### src/rtl/coh_pkg.sv
package coh_pkg;
  typedef enum logic [1:0] {
    LS_INV = 2'd0,
    LS_SHR = 2'd1,
    LS_CEX = 2'd2,
    LS_DEX = 2'd3
  } line_st_t;

  typedef enum logic [1:0] {
    BOP_RD  = 2'd0,
    BOP_RDX = 2'd1,
    BOP_WR  = 2'd2,
    BOP_INV = 2'd3
  } bus_op_t;

  typedef enum logic [1:0] {
    CT_IDLE = 2'd0,
    CT_ARB  = 2'd1,
    CT_WAIT = 2'd2
  } ctl_st_t;
endpackage

### src/rtl/coh_line_store.sv
module coh_line_store #(
  parameter int IDX_W = 4,
  parameter int TAG_W = 8
) (
  input  logic             clk,
  input  logic             rst,
  input  logic [IDX_W-1:0] a_idx,
  output logic [TAG_W-1:0] a_tag,
  output logic [1:0]       a_st,
  input  logic [IDX_W-1:0] b_idx,
  output logic [TAG_W-1:0] b_tag,
  output logic [1:0]       b_st,
  input  logic             wa_en,
  input  logic [IDX_W-1:0] wa_idx,
  input  logic [TAG_W-1:0] wa_tag,
  input  logic [1:0]       wa_st,
  input  logic             wb_en,
  input  logic [IDX_W-1:0] wb_idx,
  input  logic [1:0]       wb_st
);
  localparam int DEPTH = 1 << IDX_W;

  logic [TAG_W-1:0] tag_mem [DEPTH];
  logic [1:0]       st_mem  [DEPTH];

  assign a_tag = tag_mem[a_idx];
  assign a_st  = st_mem[a_idx];
  assign b_tag = tag_mem[b_idx];
  assign b_st  = st_mem[b_idx];

  always_ff @(posedge clk) begin
    if (wa_en) tag_mem[wa_idx] <= wa_tag;
  end

  always_ff @(posedge clk) begin
    if (rst) begin
      for (int i = 0; i < DEPTH; i++) st_mem[i] <= coh_pkg::LS_INV;
    end else begin
      if (wb_en && !(wa_en && wa_idx == wb_idx)) st_mem[wb_idx] <= wb_st;
      if (wa_en) st_mem[wa_idx] <= wa_st;
    end
  end
endmodule

### src/rtl/coh_snoop_unit.sv
module coh_snoop_unit #(
  parameter int ADDR_W = 12,
  parameter int IDX_W  = 4
) (
  input  logic                    clk,
  input  logic                    rst,
  input  logic                    snp_valid,
  input  logic [1:0]              snp_op,
  input  logic                    snp_coh,
  input  logic [ADDR_W-1:0]       snp_addr,
  input  logic [ADDR_W-IDX_W-1:0] s_tag,
  input  logic [1:0]              s_st,
  input  logic [ADDR_W-1:0]       p_addr,
  output logic                    wb_en,
  output logic [1:0]              wb_st,
  output logic                    addr_kill,
  output logic                    snp_hit,
  output logic                    snp_supply
);
  import coh_pkg::*;

  logic coh_ev, hit, supply, takes_line;

  always_comb begin
    coh_ev     = snp_valid && snp_coh;
    hit        = coh_ev && (s_st != LS_INV) && (s_tag == snp_addr[ADDR_W-1:IDX_W]);
    takes_line = (snp_op == BOP_RDX) || (snp_op == BOP_INV);
    supply     = hit && (s_st == LS_DEX) && ((snp_op == BOP_RD) || (snp_op == BOP_RDX));
    wb_en      = 1'b0;
    wb_st      = LS_INV;
    if (snp_op == BOP_RD) begin
      wb_en = hit && (s_st != LS_SHR);
      wb_st = LS_SHR;
    end else if (takes_line) begin
      wb_en = hit;
      wb_st = LS_INV;
    end
    addr_kill = coh_ev && takes_line && (snp_addr == p_addr);
  end

  always_ff @(posedge clk) begin
    if (rst) begin
      snp_hit    <= 1'b0;
      snp_supply <= 1'b0;
    end else begin
      snp_hit    <= hit;
      snp_supply <= supply;
    end
  end
endmodule

### src/rtl/coh_req_ctrl.sv
module coh_req_ctrl #(
  parameter int ADDR_W = 12,
  parameter int IDX_W  = 4
) (
  input  logic                    clk,
  input  logic                    rst,
  input  logic                    lreq_valid,
  input  logic                    lreq_write,
  input  logic                    lreq_coh,
  input  logic [ADDR_W-1:0]       lreq_addr,
  input  logic                    snp_busy,
  input  logic                    addr_kill,
  input  logic                    bgnt,
  input  logic                    fill_valid,
  input  logic                    fill_shared,
  input  logic [ADDR_W-IDX_W-1:0] l_tag,
  input  logic [1:0]              l_st,
  output logic [IDX_W-1:0]        look_idx,
  output logic                    lw_en,
  output logic [IDX_W-1:0]        lw_idx,
  output logic [ADDR_W-IDX_W-1:0] lw_tag,
  output logic [1:0]              lw_st,
  output logic                    lreq_ready,
  output logic                    breq,
  output logic                    bus_valid,
  output logic [1:0]              bus_op,
  output logic [ADDR_W-1:0]       bus_addr,
  output logic                    done_valid,
  output logic [1:0]              done_state,
  output logic [ADDR_W-1:0]       p_addr_o
);
  import coh_pkg::*;
  localparam int TAG_W = ADDR_W - IDX_W;

  ctl_st_t           st_q;
  logic [ADDR_W-1:0] p_addr_q;
  logic [1:0]        p_op_q, p_next_q;
  logic [TAG_W-1:0]  v_tag_q;
  logic              p_rdx_q, p_kill_q;

  logic             acc, l_hit, grant_ok;
  logic [1:0]       miss_op, fill_st;
  logic [TAG_W-1:0] req_tag;
  logic [IDX_W-1:0] req_idx, p_idx;
  logic [TAG_W-1:0] p_tag;

  assign p_addr_o   = p_addr_q;
  assign lreq_ready = (st_q == CT_IDLE) && !snp_busy;

  always_comb begin
    req_tag  = lreq_addr[ADDR_W-1:IDX_W];
    req_idx  = lreq_addr[IDX_W-1:0];
    p_tag    = p_addr_q[ADDR_W-1:IDX_W];
    p_idx    = p_addr_q[IDX_W-1:0];
    look_idx = (st_q == CT_IDLE) ? req_idx : p_idx;
    acc      = lreq_ready && lreq_valid;
    l_hit    = (l_st != LS_INV) && (l_tag == req_tag);
    miss_op  = lreq_write ? BOP_RDX : BOP_RD;
    grant_ok = (st_q == CT_ARB) && bgnt && !snp_busy;
    if (p_kill_q || addr_kill) fill_st = LS_INV;
    else if (p_rdx_q)          fill_st = LS_DEX;
    else if (fill_shared)      fill_st = LS_SHR;
    else                       fill_st = LS_CEX;

    lw_en  = 1'b0;
    lw_idx = p_idx;
    lw_tag = p_tag;
    lw_st  = LS_INV;
    case (st_q)
      CT_IDLE: begin
        if (acc && lreq_coh && lreq_write && l_hit && l_st != LS_SHR) begin
          lw_en  = 1'b1;
          lw_idx = req_idx;
          lw_tag = req_tag;
          lw_st  = LS_DEX;
        end
      end
      CT_ARB: begin
        if (grant_ok && p_op_q == BOP_WR) begin
          lw_en  = 1'b1;
          lw_tag = v_tag_q;
          lw_st  = LS_INV;
        end else if (grant_ok && p_op_q == BOP_INV) begin
          lw_en  = 1'b1;
          lw_st  = LS_DEX;
        end
      end
      CT_WAIT: begin
        if (fill_valid) begin
          lw_en = 1'b1;
          lw_st = fill_st;
        end
      end
      default: ;
    endcase
  end

  always_ff @(posedge clk) begin
    if (rst) begin
      st_q       <= CT_IDLE;
      p_addr_q   <= '0;
      p_op_q     <= BOP_RD;
      p_next_q   <= BOP_RD;
      v_tag_q    <= '0;
      p_rdx_q    <= 1'b0;
      p_kill_q   <= 1'b0;
      breq       <= 1'b0;
      bus_valid  <= 1'b0;
      bus_op     <= BOP_RD;
      bus_addr   <= '0;
      done_valid <= 1'b0;
      done_state <= LS_INV;
    end else begin
      bus_valid  <= 1'b0;
      done_valid <= 1'b0;
      case (st_q)
        CT_IDLE: begin
          if (acc) begin
            p_addr_q <= lreq_addr;
            if (!lreq_coh) begin
              done_valid <= 1'b1;
              done_state <= LS_INV;
            end else if (l_hit && !lreq_write) begin
              done_valid <= 1'b1;
              done_state <= l_st;
            end else if (l_hit && l_st != LS_SHR) begin
              done_valid <= 1'b1;
              done_state <= LS_DEX;
            end else begin
              if (l_hit) begin
                p_op_q <= BOP_INV;
              end else if (l_st == LS_DEX) begin
                p_op_q   <= BOP_WR;
                p_next_q <= miss_op;
                v_tag_q  <= l_tag;
              end else begin
                p_op_q <= miss_op;
              end
              st_q <= CT_ARB;
              breq <= 1'b1;
            end
          end
        end
        CT_ARB: begin
          if (addr_kill && p_op_q == BOP_INV) begin
            p_op_q <= BOP_RDX;
          end else if (grant_ok) begin
            bus_valid <= 1'b1;
            bus_op    <= p_op_q;
            bus_addr  <= (p_op_q == BOP_WR) ? {v_tag_q, p_idx} : p_addr_q;
            case (p_op_q)
              BOP_WR: p_op_q <= p_next_q;
              BOP_INV: begin
                breq       <= 1'b0;
                done_valid <= 1'b1;
                done_state <= LS_DEX;
                st_q       <= CT_IDLE;
              end
              default: begin
                breq     <= 1'b0;
                p_rdx_q  <= (p_op_q == BOP_RDX);
                p_kill_q <= 1'b0;
                st_q     <= CT_WAIT;
              end
            endcase
          end
        end
        CT_WAIT: begin
          if (fill_valid) begin
            done_valid <= 1'b1;
            done_state <= fill_st;
            st_q       <= CT_IDLE;
          end else if (addr_kill) begin
            p_kill_q <= 1'b1;
          end
        end
        default: st_q <= CT_IDLE;
      endcase
    end
  end
endmodule

### src/rtl/snoop_coh_ctrl.sv
module snoop_coh_ctrl #(
  parameter int ADDR_W = 12,
  parameter int IDX_W  = 4
) (
  input  logic              clk,
  input  logic              rst,
  input  logic              lreq_valid,
  input  logic              lreq_write,
  input  logic              lreq_coh,
  input  logic [ADDR_W-1:0] lreq_addr,
  output logic              lreq_ready,
  output logic              done_valid,
  output logic [1:0]        done_state,
  output logic              breq,
  input  logic              bgnt,
  output logic              bus_valid,
  output logic [1:0]        bus_op,
  output logic [ADDR_W-1:0] bus_addr,
  input  logic              fill_valid,
  input  logic              fill_shared,
  input  logic              snp_valid,
  input  logic [1:0]        snp_op,
  input  logic              snp_coh,
  input  logic [ADDR_W-1:0] snp_addr,
  output logic              snp_hit,
  output logic              snp_supply
);
  localparam int TAG_W = ADDR_W - IDX_W;

  logic [IDX_W-1:0]  look_idx, lw_idx;
  logic [TAG_W-1:0]  l_tag, s_tag, lw_tag;
  logic [1:0]        l_st, s_st, lw_st, wb_st;
  logic              lw_en, wb_en, addr_kill;
  logic [ADDR_W-1:0] p_addr;

  coh_line_store #(.IDX_W(IDX_W), .TAG_W(TAG_W)) u_store (
    .clk(clk), .rst(rst),
    .a_idx(look_idx), .a_tag(l_tag), .a_st(l_st),
    .b_idx(snp_addr[IDX_W-1:0]), .b_tag(s_tag), .b_st(s_st),
    .wa_en(lw_en), .wa_idx(lw_idx), .wa_tag(lw_tag), .wa_st(lw_st),
    .wb_en(wb_en), .wb_idx(snp_addr[IDX_W-1:0]), .wb_st(wb_st)
  );

  coh_snoop_unit #(.ADDR_W(ADDR_W), .IDX_W(IDX_W)) u_snoop (
    .clk(clk), .rst(rst),
    .snp_valid(snp_valid), .snp_op(snp_op), .snp_coh(snp_coh), .snp_addr(snp_addr),
    .s_tag(s_tag), .s_st(s_st), .p_addr(p_addr),
    .wb_en(wb_en), .wb_st(wb_st), .addr_kill(addr_kill),
    .snp_hit(snp_hit), .snp_supply(snp_supply)
  );

  coh_req_ctrl #(.ADDR_W(ADDR_W), .IDX_W(IDX_W)) u_ctrl (
    .clk(clk), .rst(rst),
    .lreq_valid(lreq_valid), .lreq_write(lreq_write), .lreq_coh(lreq_coh),
    .lreq_addr(lreq_addr), .snp_busy(snp_valid), .addr_kill(addr_kill),
    .bgnt(bgnt), .fill_valid(fill_valid), .fill_shared(fill_shared),
    .l_tag(l_tag), .l_st(l_st), .look_idx(look_idx),
    .lw_en(lw_en), .lw_idx(lw_idx), .lw_tag(lw_tag), .lw_st(lw_st),
    .lreq_ready(lreq_ready), .breq(breq),
    .bus_valid(bus_valid), .bus_op(bus_op), .bus_addr(bus_addr),
    .done_valid(done_valid), .done_state(done_state), .p_addr_o(p_addr)
  );
endmodule

### config.mk
export PLATFORM = sky130hd
export DESIGN_NAME = snoop_coh_ctrl
export DESIGN_NICKNAME = d
export VERILOG_FILES = /design/src/rtl/coh_pkg.sv /design/src/rtl/coh_line_store.sv /design/src/rtl/coh_snoop_unit.sv /design/src/rtl/coh_req_ctrl.sv /design/src/rtl/snoop_coh_ctrl.sv
export SDC_FILE = /design/constraint.sdc
export NUM_CORES = 1
export LEC_CHECK = 0
export BUFFER_PORTS_ARGS = -buffer_cell sky130_fd_sc_hd__buf_2
export CAP_MARGIN = 20
export CORE_AREA = 2 2 138 140
export CTS_CLUSTER_SIZE = 28
export DETAILED_ROUTE_END_ITERATION = 10
export DIE_AREA = 0 0 140 142
export HOLD_SLACK_MARGIN = 0.06
export PLACE_DENSITY_LB_ADDON = 0.12
export SYNTH_ARGS = -nofsm -noshare
export SYNTH_HDL_FRONTEND = slang
export SYNTH_SLANG_ARGS = --single-unit
export TNS_END_PERCENT = 50
### constraint.sdc
create_clock -name clk -period 8.92 [get_ports clk]
set_clock_uncertainty 0.05 [all_clocks]
set_input_delay 0.892 -clock clk [delete_from_list [all_inputs] [get_ports clk]]
set_output_delay 0.892 -clock clk [all_outputs]
set_load 0.02 [all_outputs]
==> flow_summary.toml <==
[detailed_routing]
drc = 11
dr.first_iter.drc_count = 1507
totalWireLength_um = 34500
avg_wl_per_cell_um = 26.5
vias_per_cell = 7.12
drt_first_pass_iters = 10
ant_nets = 0
num_vias = 9263

[die]
width_of_the_die_um = 140
boundary_pin_count = 58
core_area_mm2 = 0.0185
start_util_pct = 63.7
num_rows = 50
die_span_y_um = 142
design.die.area_mm2 = 0.0199

[sta]
max_slew.worst_pin.slew_ps = 1210
worst_slew_margin_relative_to_its_limit_pct = 18.7
setup_ws_ps = 3600
clock.fmax_mhz = 188
hold_fails_final_rpt = 0
finalMaxSlewViolations = 0
rsz0062_at_grt = "no"
finalWorstPathRequiredPeriod_ps = 5320
finalSetupViolations = 0
finalCritPeriodShare_pct = 59.7
setup_tns_ps = 0

[critical_path]
crit_path_max_fanout = 67
crit_path_top_delay_cell = "sky130_fd_sc_hd__o21ai_1"
critical_path_depth = 12
crit_family = "compound AO/OA/AOI/OAI gates"
critPathRequiredTime_ps = 9090
critPathLaunchType = "flip-flop"
worstPathArrival_ps = 5500
worst_r2r_start = "u_ctrl.st_q[1]"
critPathKind = "flip-flop to flip-flop"
crit_top_cell = "sky130_fd_sc_hd__inv_1"
worstPathCellList = "inv_1, ha_1, inv_1, o31ai_2, a32oi_1, and3_1, or3_1, a2111oi_4, nand4b_2, buf_4, o21ai_1, a211o_1"
timing.critical_path.from = "u_ctrl.st_q[1]"
r2r.worst_path.cells = 12
critical_path.n_buffers_inverters = 3
cpPeakStageDelay_ps = 1020
critical_path.endpoint_type = "flip-flop"

[clock_tree]
clock_tree.buffer_depth = 3
clk_latency_ps = 530
tritoncts = "built"
clock_slew_at_the_register_clock_pins_of_the_worst_setup_and_hold_paths_ps = 60
cts-htree-levels = 1
post_cts.resized_instances = 0
clk_sinks = 208
clock-root-buffer = "sky130_fd_sc_hd__clkbuf_16"
postCtsSetupRepairBufs = 0
postCtsHoldBufs = 0
tritoncts.num_buffers = 24

[yosys]
top_cells_by_area_synth = "sky130_fd_sc_hd__edfxtp_1 (41%), sky130_fd_sc_hd__mux4_2 (11%), sky130_fd_sc_hd__dfxtp_1 (8.2%)"
syn-num-nets = 1066
yosysSeqAreaShare_pct = 49.0
synth.ff_latch_count = 208
synth.largest_area_cell = "sky130_fd_sc_hd__edfxtp_1"
avgSynthCellArea_um2 = 11.5
synth-async-reset-ratio_pct = 0
number_of_synthesized_flops_with_an_enable_pin = 160
synth.lib_cells_used.distinct = 71
yosys_warnings = 0
yosys.area.top_type_share_pct = 40.9
yosys_most_used_dff = "sky130_fd_sc_hd__edfxtp_1"
combined_area_of_all_synthesized_cells_mm2 = 0.0118
syn_inst = 1025

[placement]
number_of_input_and_output_port_buffers_inserted = 57
dp.final_hpwl_um = 23800
finalWeightedCongestion = 0.948
dp_slack_ps = 3270

[global_route]
track_usage_pct = 35.0
grt.overflow.total = 0
initial_antenna_violation_count = 1
first_pass_grt_wire_length_um = 53100
number_of_global_route_vias_before_repair = 8744
grt_max_degree = 74

[power]
internal-power_mw = 1.95
seq_power_share_pct = 38.3
power_switching_share_pct = 32.6
netSwitchingPower_uw = 947
power.static_leakage_nw = 4.60
max-vdd-ir-drop_mv = 0.160
power.density_cell_area_mw_per_mm2 = 225
power.combinational.fraction_pct = 29.0
p_clk_share_pct = 32.7

[layout]
drive_above_1_share_pct = 18.6
antennaDiodeCount = 0
nets = 1090
layout_area_growth_over_synthesis_pct = 9.71

[run_status]
violations = "design-rule violations"
outcome = "finished with violations"

[hold_path]
worstHoldStart = "u_ctrl.bus_addr[1]"
cell_depth_of_the_worst_hold_path = 2
timing.hold.worst.class = "flip-flop to flip-flop"

[flow_run]
drv.max_cap_violation_count = 0
## kinds of logic (layout without fill, tap and decap cells)
logic type / after synthesis / count (layout) / share of synthesized area (%)
compound gates: 187 / 187 / 11.5
xor+xnor: 20 / 20 / 1.49
fa+ha+maj: 5 / 5 / 0.532
buf+inv: 85 / 127 / 3.53
flops: 208 / 208 / 49.0
mux: 134 / 134 / 18.0
simple gates: 386 / 386 / 15.9
## cells in the mapped netlist (4+ instances only)
library cell               instances
sky130_fd_sc_hd__o21ai_1          11
sky130_fd_sc_hd__xor2_1            5
sky130_fd_sc_hd__o31ai_1          11
sky130_fd_sc_hd__a21oi_1          32
sky130_fd_sc_hd__nor2_1           45
sky130_fd_sc_hd__buf_6             7
sky130_fd_sc_hd__a31oi_1          12
sky130_fd_sc_hd__nand2_1         178
sky130_fd_sc_hd__clkbuf_1         35
sky130_fd_sc_hd__mux2i_1          68
sky130_fd_sc_hd__ha_1              5
sky130_fd_sc_hd__inv_1             9
sky130_fd_sc_hd__dfxtp_1          48
sky130_fd_sc_hd__nor2b_1          24
sky130_fd_sc_hd__a211oi_1         11
sky130_fd_sc_hd__and3_1           12
sky130_fd_sc_hd__buf_4             5
sky130_fd_sc_hd__nand3_1          43
sky130_fd_sc_hd__a211o_1          16
sky130_fd_sc_hd__o21ai_0          27
sky130_fd_sc_hd__nor4_1           10
sky130_fd_sc_hd__nor3_1           14
sky130_fd_sc_hd__and2_1            4
sky130_fd_sc_hd__buf_1             9
sky130_fd_sc_hd__xnor2_1          15
sky130_fd_sc_hd__edfxtp_1        160
sky130_fd_sc_hd__a22oi_1          11
sky130_fd_sc_hd__nand2b_1          9
sky130_fd_sc_hd__nand3b_1          6
sky130_fd_sc_hd__buf_2            20
sky130_fd_sc_hd__mux4_2           60
sky130_fd_sc_hd__or3_1             7
sky130_fd_sc_hd__a32o_1           14
sky130_fd_sc_hd__a32oi_1          15
sky130_fd_sc_hd__nand4_1          10
## sequential cells by signal, indices dropped and copies added, names as in the netlist, 8 cells and up
signal / count
u_store.tag_mem: 128
u_store.st_mem: 32
u_ctrl.v_tag_q: 8
u_ctrl.bus_addr: 12
u_ctrl.p_addr_o: 12
## routing by layer
layer | routed length, um | GRT usage (%) | vias up
met5 | 13 | 0 | -
met4 | 886 | 8.51 | 2
met3 | 4830 | 9.08 | 88
met2 | 15300 | 52.5 | 696
met1 | 13500 | 52.0 | 4492
li1 | - | - | 3985
## worst reg2reg max path, cell delays in order, from the launching register on
cell and delay, ps:
sky130_fd_sc_hd__dfxtp_1 320, sky130_fd_sc_hd__inv_1 130, sky130_fd_sc_hd__ha_1 570, sky130_fd_sc_hd__inv_1 260, sky130_fd_sc_hd__o31ai_2 750, sky130_fd_sc_hd__a32oi_1 140
sky130_fd_sc_hd__and3_1 240, sky130_fd_sc_hd__or3_1 360, sky130_fd_sc_hd__a2111oi_4 460, sky130_fd_sc_hd__nand4b_2 130, sky130_fd_sc_hd__buf_4 330, sky130_fd_sc_hd__o21ai_1 1060
sky130_fd_sc_hd__a211o_1 240
## path summary, 6_finish.rpt
| check | slack (ps) | to |
|---|---|---|
| max reg2reg | 3600 | u_store.st_mem[0][0] |
| max | 3600 | u_store.st_mem[0][0] |
| min | 400 | u_ctrl.bus_addr[1] |
| min reg2reg | 400 | u_ctrl.bus_addr[1] |
## area by class of cell
class,count,area (um2)
Tap cell,234,293
Multi-Input combinational cell,732,5610
Clock inverter,9,76.3
Inverter,9,33.8
Timing Repair Buffer,74,430
Fill cell,1332,5560
Sequential cell,208,5770
Clock buffer,35,693
## power by group through the flow
| stage | Sequential, mW | Clock (mW) | Combinational, mW |
|---|---|---|---|
| floorplan | 1.13 | 0 | 0.604 |
| global placement | 1.13 | 0 | 0.787 |
| detailed placement | 1.13 | 0 | 0.798 |
| CTS | 1.11 | 0.955 | 0.808 |
| global route | 1.11 | 0.997 | 0.891 |
| finish | 1.11 | 0.949 | 0.842 |
## metrics by stage
stage / std cells / util, % / hold slack, ps / total power [mW] / instance area, um2
floorplan: 1025 / - / 394 / 1.74 / 11800
global placement: 1252 / 65.4 / 390 / 1.92 / 12100
detailed placement: 1253 / 65.5 / 398 / 1.93 / 12100
CTS: 1297 / 69.6 / 403 / 2.87 / 12800
global route: 1301 / 69.9 / 426 / 3.00 / 12900
finish: 1301 / 69.9 / 404 / 2.90 / 12900
## cells in the final DEF, fill, tap and decap left out, types with 4 or more instances in the layout
master | synthesis | routed
sky130_fd_sc_hd__or3_1 | 7 | 7
sky130_fd_sc_hd__a22oi_1 | 11 | 11
sky130_fd_sc_hd__dfxtp_1 | 48 | 48
sky130_fd_sc_hd__nand2b_1 | 9 | 9
sky130_fd_sc_hd__nor4_1 | 10 | 10
sky130_fd_sc_hd__nand4_1 | 10 | 10
sky130_fd_sc_hd__nand3b_1 | 6 | 6
sky130_fd_sc_hd__nand2_1 | 178 | 178
sky130_fd_sc_hd__mux2i_1 | 68 | 68
sky130_fd_sc_hd__inv_1 | 9 | 9
sky130_fd_sc_hd__a211o_1 | 16 | 16
sky130_fd_sc_hd__buf_2 | 20 | 58
sky130_fd_sc_hd__a21oi_1 | 32 | 32
sky130_fd_sc_hd__a211oi_1 | 11 | 11
sky130_fd_sc_hd__and3_1 | 12 | 12
sky130_fd_sc_hd__clkinv_1 | 0 | 4
sky130_fd_sc_hd__edfxtp_1 | 160 | 160
sky130_fd_sc_hd__clkbuf_16 | 0 | 25
sky130_fd_sc_hd__xnor2_1 | 15 | 15
sky130_fd_sc_hd__a31oi_1 | 12 | 12
sky130_fd_sc_hd__buf_4 | 5 | 13
sky130_fd_sc_hd__o21ai_1 | 11 | 11
sky130_fd_sc_hd__mux4_2 | 60 | 60
sky130_fd_sc_hd__nand3_1 | 43 | 43
sky130_fd_sc_hd__clkbuf_1 | 35 | 7
sky130_fd_sc_hd__nor2b_1 | 24 | 24
sky130_fd_sc_hd__and2_1 | 4 | 4
sky130_fd_sc_hd__nor2_1 | 45 | 45
sky130_fd_sc_hd__nor3_1 | 14 | 14
sky130_fd_sc_hd__o21ai_0 | 27 | 27
sky130_fd_sc_hd__a32o_1 | 14 | 14
sky130_fd_sc_hd__xor2_1 | 5 | 5
sky130_fd_sc_hd__a32oi_1 | 15 | 15
sky130_fd_sc_hd__o31ai_1 | 11 | 5
sky130_fd_sc_hd__ha_1 | 5 | 5
sky130_fd_sc_hd__o31ai_2 | 2 | 8
No activity file was read; power rests on OpenSTA's default activity.
